## src/rtl/mii_rx_pkg.sv

```systemverilog
package mii_rx_pkg;

   typedef enum logic [2:0] {
      CLS_IDLE = 3'd0,
      CLS_RSVD = 3'd1,
      CLS_FC   = 3'd2,
      CLS_DATA = 3'd3,
      CLS_DERR = 3'd4
   } cycle_cls_t;

   typedef enum logic [1:0] {
      FR_IDLE = 2'd0,
      FR_PRE  = 2'd1,
      FR_DATA = 2'd2,
      FR_DROP = 2'd3
   } frame_st_t;

endpackage

```

## src/rtl/mii_rx_classify.sv

```systemverilog
module mii_rx_classify
   import mii_rx_pkg::*;
#(
   parameter int          NIB_W   = 4,
   parameter logic [3:0]  FC_CODE = 4'hE,
   parameter logic [3:0]  QUIET   = 4'h0
) (
   input  logic             dv,
   input  logic             er,
   input  logic [NIB_W-1:0] nib,
   output cycle_cls_t       cls
);

   initial begin
      if (NIB_W != 4) $error("mii_rx_classify: NIB_W must be 4");
   end

   always_comb begin
      if (dv) begin
         cls = er ? CLS_DERR : CLS_DATA;
      end else if (!er) begin
         cls = CLS_IDLE;
      end else if (nib == FC_CODE) begin
         cls = CLS_FC;
      end else if (nib == QUIET) begin
         cls = CLS_IDLE;
      end else begin
         cls = CLS_RSVD;
      end
   end

endmodule

```

## src/rtl/mii_rx_fc_detect.sv

```systemverilog
module mii_rx_fc_detect
   import mii_rx_pkg::*;
(
   input  logic       clk,
   input  logic       rst_n,
   input  cycle_cls_t cls,
   output logic       fc_event
);

   logic is_fc;
   logic prev_fc_q;

   assign is_fc = (cls == CLS_FC);

   always_ff @(posedge clk) begin
      if (!rst_n) begin
         prev_fc_q <= 1'b0;
         fc_event  <= 1'b0;
      end else begin
         prev_fc_q <= is_fc;
         fc_event  <= is_fc & ~prev_fc_q;
      end
   end

   // a run never yields two pulses back to back
   p_fc_single_r3: assert property (@(posedge clk) disable iff (!rst_n)
      fc_event |=> !fc_event);

   // a pulse always follows a false-carrier cycle
   p_fc_source_r3: assert property (@(posedge clk) disable iff (!rst_n)
      $rose(fc_event) |-> $past(cls) == CLS_FC);

endmodule

```

## src/rtl/mii_rx_framer.sv

```systemverilog
module mii_rx_framer
   import mii_rx_pkg::*;
#(
   parameter int          NIB_W   = 4,
   parameter logic [3:0]  PRE_NIB = 4'h5,
   parameter logic [3:0]  SFD_HI  = 4'hD,
   localparam int         BYTE_W  = 2 * NIB_W
) (
   input  logic              clk,
   input  logic              rst_n,
   input  cycle_cls_t        cls,
   input  logic [NIB_W-1:0]  nib,
   output logic              o_valid,
   output logic [BYTE_W-1:0] o_data,
   output logic              o_sof,
   output logic              o_eof,
   output logic              o_ferr,
   output logic              o_aerr
);

   initial begin
      if (PRE_NIB == SFD_HI) $error("mii_rx_framer: preamble and delimiter nibbles must differ");
   end

   frame_st_t         st_q;
   logic [NIB_W-1:0]  lo_q;
   logic              half_q;
   logic              pend_v_q;
   logic [BYTE_W-1:0] pend_b_q;
   logic              pend_sof_q;
   logic              first_q;
   logic              err_q;

   logic              in_dv;
   logic              in_err;
   logic [BYTE_W-1:0] new_byte;

   assign in_dv    = (cls == CLS_DATA) || (cls == CLS_DERR);
   assign in_err   = (cls == CLS_DERR);
   assign new_byte = {nib, lo_q};

   always_ff @(posedge clk) begin
      if (!rst_n) begin
         st_q       <= FR_IDLE;
         lo_q       <= '0;
         half_q     <= 1'b0;
         pend_v_q   <= 1'b0;
         pend_b_q   <= '0;
         pend_sof_q <= 1'b0;
         first_q    <= 1'b0;
         err_q      <= 1'b0;
         o_valid    <= 1'b0;
         o_data     <= '0;
         o_sof      <= 1'b0;
         o_eof      <= 1'b0;
         o_ferr     <= 1'b0;
         o_aerr     <= 1'b0;
      end else begin
         o_valid <= 1'b0;
         o_sof   <= 1'b0;
         o_eof   <= 1'b0;
         o_ferr  <= 1'b0;
         o_aerr  <= 1'b0;
         unique case (st_q)
            FR_IDLE: begin
               if (in_dv) begin
                  err_q <= in_err;
                  st_q  <= (nib == PRE_NIB) ? FR_PRE : FR_DROP;
               end
            end
            FR_PRE: begin
               if (!in_dv) begin
                  st_q <= FR_IDLE;
               end else begin
                  err_q <= err_q | in_err;
                  if (nib == SFD_HI) begin
                     st_q     <= FR_DATA;
                     half_q   <= 1'b0;
                     first_q  <= 1'b1;
                     pend_v_q <= 1'b0;
                  end else if (nib != PRE_NIB) begin
                     st_q <= FR_DROP;
                  end
               end
            end
            FR_DATA: begin
               if (in_dv) begin
                  err_q <= err_q | in_err;
                  if (!half_q) begin
                     lo_q   <= nib;
                     half_q <= 1'b1;
                  end else begin
                     half_q <= 1'b0;
                     if (pend_v_q) begin
                        o_valid <= 1'b1;
                        o_data  <= pend_b_q;
                        o_sof   <= pend_sof_q;
                     end
                     pend_v_q   <= 1'b1;
                     pend_b_q   <= new_byte;
                     pend_sof_q <= first_q;
                     first_q    <= 1'b0;
                  end
               end else begin
                  if (pend_v_q) begin
                     o_valid <= 1'b1;
                     o_data  <= pend_b_q;
                     o_sof   <= pend_sof_q;
                     o_eof   <= 1'b1;
                     o_ferr  <= err_q;
                     o_aerr  <= half_q;
                  end
                  pend_v_q <= 1'b0;
                  half_q   <= 1'b0;
                  st_q     <= FR_IDLE;
               end
            end
            FR_DROP: begin
               if (!in_dv) st_q <= FR_IDLE;
            end
            default: st_q <= FR_IDLE;
         endcase
      end
   end

   // tags and flags only accompany a byte
   p_tags_need_valid_r11: assert property (@(posedge clk) disable iff (!rst_n)
      (o_sof | o_eof) |-> o_valid);
   p_flags_need_eof_r11: assert property (@(posedge clk) disable iff (!rst_n)
      (o_ferr | o_aerr) |-> o_eof);
   // nothing leaves while the framer rests between frames
   p_idle_silent_r1: assert property (@(posedge clk) disable iff (!rst_n)
      (st_q == FR_IDLE) |=> !o_valid);
   // a discarded frame emits nothing
   p_drop_silent_r9: assert property (@(posedge clk) disable iff (!rst_n)
      (st_q == FR_DROP) |=> !o_valid);
   // start-of-frame only after the delimiter was locked
   p_sof_after_sfd_r4: assert property (@(posedge clk) disable iff (!rst_n)
      o_sof |-> $past(st_q) == FR_DATA);

endmodule

```

## src/rtl/mii_rx_decoder.sv

```systemverilog
module mii_rx_decoder
   import mii_rx_pkg::*;
#(
   parameter int          NIB_W    = 4,
   parameter bit          IN_STAGE = 1'b1,
   parameter logic [3:0]  PRE_NIB  = 4'h5,
   parameter logic [3:0]  SFD_HI   = 4'hD,
   parameter logic [3:0]  FC_CODE  = 4'hE,
   localparam int         BYTE_W   = 2 * NIB_W
) (
   input  logic              clk,
   input  logic              rst_n,
   input  logic              rx_dv,
   input  logic              rx_er,
   input  logic [NIB_W-1:0]  rxd,
   output logic              out_valid,
   output logic [BYTE_W-1:0] out_data,
   output logic              out_sof,
   output logic              out_eof,
   output logic              out_frame_err,
   output logic              out_align_err,
   output logic              fc_event
);

   initial begin
      if (NIB_W != 4) $error("mii_rx_decoder: the bus is four bits wide");
   end

   logic             s_dv;
   logic             s_er;
   logic [NIB_W-1:0] s_nib;
   cycle_cls_t       cls;

   generate
      if (IN_STAGE) begin : g_in_reg
         always_ff @(posedge clk) begin
            if (!rst_n) begin
               s_dv  <= 1'b0;
               s_er  <= 1'b0;
               s_nib <= '0;
            end else begin
               s_dv  <= rx_dv;
               s_er  <= rx_er;
               s_nib <= rxd;
            end
         end
      end else begin : g_in_wire
         assign s_dv  = rx_dv;
         assign s_er  = rx_er;
         assign s_nib = rxd;
      end
   endgenerate

   mii_rx_classify #(
      .NIB_W   (NIB_W),
      .FC_CODE (FC_CODE),
      .QUIET   (4'h0)
   ) u_cls (
      .dv  (s_dv),
      .er  (s_er),
      .nib (s_nib),
      .cls (cls)
   );

   mii_rx_fc_detect u_fc (
      .clk      (clk),
      .rst_n    (rst_n),
      .cls      (cls),
      .fc_event (fc_event)
   );

   mii_rx_framer #(
      .NIB_W   (NIB_W),
      .PRE_NIB (PRE_NIB),
      .SFD_HI  (SFD_HI)
   ) u_frm (
      .clk     (clk),
      .rst_n   (rst_n),
      .cls     (cls),
      .nib     (s_nib),
      .o_valid (out_valid),
      .o_data  (out_data),
      .o_sof   (out_sof),
      .o_eof   (out_eof),
      .o_ferr  (out_frame_err),
      .o_aerr  (out_align_err)
   );

   // inter-frame error codes never produce a false-carrier pulse
   p_rsvd_no_fc_r2: assert property (@(posedge clk) disable iff (!rst_n)
      (cls == CLS_RSVD) |=> !fc_event);

endmodule

```

## config.mk

```make
export PLATFORM = sky130hd
export DESIGN_NAME = mii_rx_decoder
export DESIGN_NICKNAME = d
export VERILOG_FILES = /design/src/rtl/mii_rx_pkg.sv /design/src/rtl/mii_rx_classify.sv /design/src/rtl/mii_rx_fc_detect.sv /design/src/rtl/mii_rx_framer.sv /design/src/rtl/mii_rx_decoder.sv
export SDC_FILE = /design/constraint.sdc
export NUM_CORES = 1
export LEC_CHECK = 0
export CAP_MARGIN = 20
export CORE_AREA = 5 5 53 79
export CTS_CLUSTER_DIAMETER = 40
export CTS_CLUSTER_SIZE = 30
export DETAILED_ROUTE_END_ITERATION = 16
export DIE_AREA = 0 0 58 84
export DONT_BUFFER_PORTS = 1
export PLACE_DENSITY = 0.68
export SYNTH_ARGS = -nofsm -noshare
export SYNTH_HDL_FRONTEND = slang
export SYNTH_SLANG_ARGS = --single-unit
```

## constraint.sdc

```tcl
create_clock -name clk -period 3.9 [get_ports clk]
set_clock_uncertainty 0.2 [all_clocks]
set_input_delay 0.39 -clock clk [delete_from_list [all_inputs] [get_ports clk]]
set_output_delay 0.39 -clock clk [all_outputs]
set_load 0.05 [all_outputs]
```

* After elaboration in Yosys (flattened, before gate mapping) *
Cells that the tools add are included.

operators by class
  equal/unequal tests = 20
  multiplexer cells = 37
  bitwise logic cells = 7
  reduce and logical (&&, ||, !) cells = 18

operators by type and width
  kind                                                   number
  2-to-1 mux 8 bit                                       3
  2-to-1 mux 1 bit                                       19
  AND reduction 3 bit                                    5
  inequality test 2 x 1 -> 1 bit, second input constant  7
  2-to-1 mux 2 bit                                       6
  2-to-1 mux 3 bit                                       4
  == test 4 bit, second input constant                   2
  case mux 1 bit (2 select lines)                        4
  == test 3 x 2 -> 1 bit, second input constant          2
  case mux 2 bit (3 select lines)                        1
  inverter 1 bit                                         5
  AND reduction 5 bit                                    1
  == test 2 bit, second input constant                   2
  == test 4 x 3 -> 1 bit, second input constant          1
  logical NOT 4 bit                                      1
  inequality test 4 x 3 -> 1 bit, second input constant  1
  inequality test 4 bit, second input constant           1
  AND reduction 2 bit                                    2
  AND reduction 4 bit                                    1
  nonzero test 2 bit                                     2
  OR reduction 2 bit                                     2
  OR reduction 4 bit                                     1
  == test 3 bit, second input constant                   1
  inequality test 3 x 2 -> 1 bit, second input constant  1
  other kinds (7)                                        7

storage, ports and cells
  input port bits = 8
  word-level logic and storage cells = 101
  bits in registers = 40
  output and inout port bits = 14

* Longest topological paths before layout *
  depth after elaboration = 9
  mapped depth = 7
  depth with buffers taken out = 5

* Modules after synthesis *
Synthesis repeated with hierarchy kept, for this count alone.

second synthesis, totals
  cells, all modules = 179
  area, all modules = 1771.7 um2

modules (own cells, without submodules)
  module            area an instance (um2)  seq. area each (um2)  instances  cells each
  mii_rx_framer     1496.4                  640.6                 1          155
  mii_rx_decoder    157.7                   120.1                 1          12
  mii_rx_fc_detect  61.3                    40.0                  1          4
  mii_rx_classify   56.3                    0.0                   1          8

* Worst setup path after synthesis *
No wires, ideal clock.

  path type = flip-flop to flip-flop
  start = register u_frm.st_q[0]
  end = register u_frm.pend_v_q
  data required time = 3573 ps
  path slack = 2110 ps
  data arrival time = 1463 ps
  path buffers = 0
  clock period less this slack = 1790 ps
  cell stages (with the launch flop) = 6
  setup time = 127 ps
  cells stage by stage = dfxtp_1 -> inv_1 -> ha_1 -> and3_1 -> and4_1 -> or3_1

on the way
  word-level cells in the longest chain between the ends = 3
  elaborated cells between the ends (all ways) = 8
  classes of those cells = eq/ne: 5; mux: 1; reduce/logical: 2

ends and longest elaborated chain
  item                                                              line                  RTL
  start: declaration                                                mii_rx_framer.sv:25   frame_st_t st_q;
  start signal: assignment                                          mii_rx_framer.sv:68   st_q <= (nib == PRE_NIB) ? FR_PRE : FR_DROP;
  == test 2 bit / == test 2 x 1 -> 1 bit (equally long branches)    mii_rx_framer.sv:64   unique case (st_q)
  inequality test 3 x 2 -> 1 bit (no line) (tied with other cells)  -
  AND reduction 4 bit (no line)                                     -
  end signal: assignment                                            mii_rx_framer.sv:80   pend_v_q <= 1'b0;
  end signal: assignment                                            mii_rx_framer.sv:99   pend_v_q <= 1'b1;
  end signal: assignment                                            mii_rx_framer.sv:113  pend_v_q <= 1'b0;
  end: declaration                                                  mii_rx_framer.sv:28   logic pend_v_q;

Several ways; a longest one is shown, not always the timed one.
A chain may end at the register's enable or synchronous reset.

* Worst setup path in the final report *
Same ends and word-level chain as after synthesis.

==> impl_metrics.toml <==
[global_route]
grt_use_met2_pct = 23.5
grt_pass1_vias = 1134
grt_pass1_wl_mm = 5.22
grt_overflow = 0
grt_max_degree = 40
antenna_found_initial = 0
grtUsageMet3_pct = 4.33
grt_usage_pct = 13.9
met1_usage_pct = 15.0
grt.busiest_layer = "met2"

[sta]
fin_ws_ns = 1.90
setup_viol = 0
rsz0062_at_grt = "false"
timing.slew.headroom_pct = 66.2
setup_tns_ns = 0
final.min_clock_period_ns = 2.00
hold_viol_final = 0
post-route-period-util_pct = 51.3
slew_violations = 0
worst_pin_slew_ns = 0.506
finalHoldWorstSlack_ns = 0.0175
fmax_mhz = 500

[critical_path]
reg2reg_depth = 5
critPathArrivalTime_ns = 1.98
worstSetupStartpointType = "register"
rr_startpoint = "u_frm.st_q[0]"
worstPathMaxFanout = 11
cp-end-kind = "register"
reg2reg_slack_ns = 1.90
worst_r2r_endpoint = "u_frm.pend_v_q"
cp.required_ns = 3.88
crit_path_start = "u_frm.st_q[0]"
crit_type = "reg2reg"

[synthesis]
async_flop_share_pct = 0
synth.distinct_cells = 37
synth_edf_count = 0
ys.flop_type = "dfxtp_1"
yosysSeqAreaShare_pct = 48.7
ys_ff_latch = 40
syn_inst = 173
synth-warning-count = 0
syn_area_um2 = 1650
synth_area_per_cell_um2 = 9.51
synth_fp_nets = 186

[clock_tree]
hold_buffers = 0
clockBufferDepth = 2
cts.sinks = 40
cts.htree.levels = 2
clkSlewWorstSetupHoldPaths_ns = 0.07
ctsResizeCount = 0
clock_latency_ns = 0.29
cts_buffers = 5
cts_tree = "built"
cts_setup_buffers = 0
cts_root_buffer = "clkbuf_8"

[pwr]
leakagePower_uw = 0.000659
power_density_nw_per_um2 = 535
ir_worst_vdd_mv = 0.331

[hold_path]
holdPathStages = 1
hp-class = "in2reg"
holdPathEnd = "u_frm.st_q[0]"
hold_start = "rst_n"

[die]
io_pins = 22
core_area_um2 = 3510
rows = 27
initial_core_util_pct = 46.8
chipHeight_um = 84
dieArea_um2 = 4870
dieWidth_um = 58

[detailed_routing]
drc = 0
first_pass_iters = 4
drt_iter0_markers = 29
via_count = 1176
post_drt_wl_per_cell_um = 14.3
ant_nets = 0
viasPerCell = 5.52
wl_mm = 3.04

[finish]
layout.nets = 183
drive_above_1_share_pct = 4.12
num_antenna_cells = 0
area_growth_pct = 5.10

[placed_design]
place.gp.congestion = 0.765
place_ws_ns = 1.93
portBuffers = 0
dp_hpwl_mm = 2.17

[status]
outcome = "finished, final reports clean"

[run]
cap_violations = 0
==> final cells by class <==
class,count,area [um2]
Fill cell,342,1780
Sequential cell,40,801
Clock inverter,2,12.5
Multi-Input combinational cell,118,774
Inverter,5,18.8
Tap cell,43,53.8
Clock buffer,5,68.8
==> cells by family after synthesis <==
logic type | share of synthesized area (%)
adder cells (fa/ha/maj) | 3.80
flip-flops | 48.7
buffers and inverters | 4.26
multiplexers | 3.04
AND/OR/NAND/NOR | 23.7
AO/OA/AOI/OAI | 16.5
==> cells in the final DEF, fill, tap and decap left out, types with 3 or more instances in the layout <==
master,count
a21oi_1,4
a21boi_0,16
o21ai_0,10
nand3b_1,3
clkbuf_8,5
nor2b_1,6
mux2i_1,5
nand3_1,9
nand2_1,21
ha_1,5
inv_1,5
and3_1,3
dfxtp_1,40
and2_1,10
==> metal layers <==
metal  vias to the layer above  routed length (um)
met1                       540                1230
met5                         -                   0
met2                        30                1570
met4                         0                  69
met3                         6                 174
li1                        600                   -
==> sequential cells by signal, summed over array words and instances (netlist names) <==
name              flops
s_dv                  1
u_frm.o_eof           1
u_frm.pend_sof_q      1
u_frm.err_q           1
u_frm.o_data          8
s_er                  1
u_frm.o_valid         1
u_frm.st_q            2
u_frm.o_aerr          1
u_frm.pend_b_q        8
u_frm.pend_v_q        1
u_frm.first_q         1
u_fc.prev_fc_q        1
u_frm.o_ferr          1
u_frm.half_q          1
s_nib                 4
u_frm.o_sof           1
u_fc.fc_event         1
u_frm.lo_q            4
==> through the flow <==
stage / utilization, % / cell area, um2 / total power [uW] / instances
after detailed placement: 46.9 / 1650 / 674 / 206
after CTS: 49.2 / 1730 / 930 / 213
final: 49.2 / 1730 / 926 / 213
after global placement: 46.9 / 1650 / 652 / 206
after global routing: 49.2 / 1730 / 976 / 213
after floorplan: - / 1650 / 641 / 173
==> Yosys cell counts, types with 4 or more instances <==
| cell type | n | share of area [%] |
|---|---|---|
| a21boi_0 | 16 | 7.3 |
| a21oi_1 | 4 | 1.2 |
| and2_1 | 10 | 3.8 |
| buf_2 | 5 | 1.5 |
| clkbuf_1 | 4 | 0.91 |
| dfxtp_1 | 40 | 49 |
| ha_1 | 5 | 3.8 |
| inv_1 | 5 | 1.1 |
| mux2i_1 | 5 | 3.0 |
| nand2_1 | 21 | 4.8 |
| nand3_1 | 9 | 2.7 |
| nor2b_1 | 6 | 2.3 |
| o21ai_0 | 10 | 3.0 |
==> worst max-delay path: stages, from the launching register on <==
cell and delay (ns):
dfxtp_1 0.39, inv_1 0.11, ha_1 0.32, and3_1 0.33, and4_1 0.21, or3_1 0.33
==> worst max path at each step <==
| stage | to | cells past startpoint |
|---|---|---|
| 6_report | u_frm.pend_v_q | 5 |
| 5_1_grt | u_frm.pend_v_q | 5 |
| 4_1_cts | u_frm.pend_v_q | 5 |
| 3_5_place_dp | u_frm.pend_v_q | 5 |
| 3_3_place_gp | u_frm.pend_v_q | 5 |
| 2_1_floorplan | u_frm.pend_v_q | 5 |
==> power by group <==
part | total, uW | leakage [uW] | switching (uW) | internal, uW
clock network | 254 | 0.0000400 | 134 | 121
registers | 455 | 0.000325 | 23.6 | 431
logic | 216 | 0.000294 | 119 | 97.1
(Power assumes the default switching activity.)
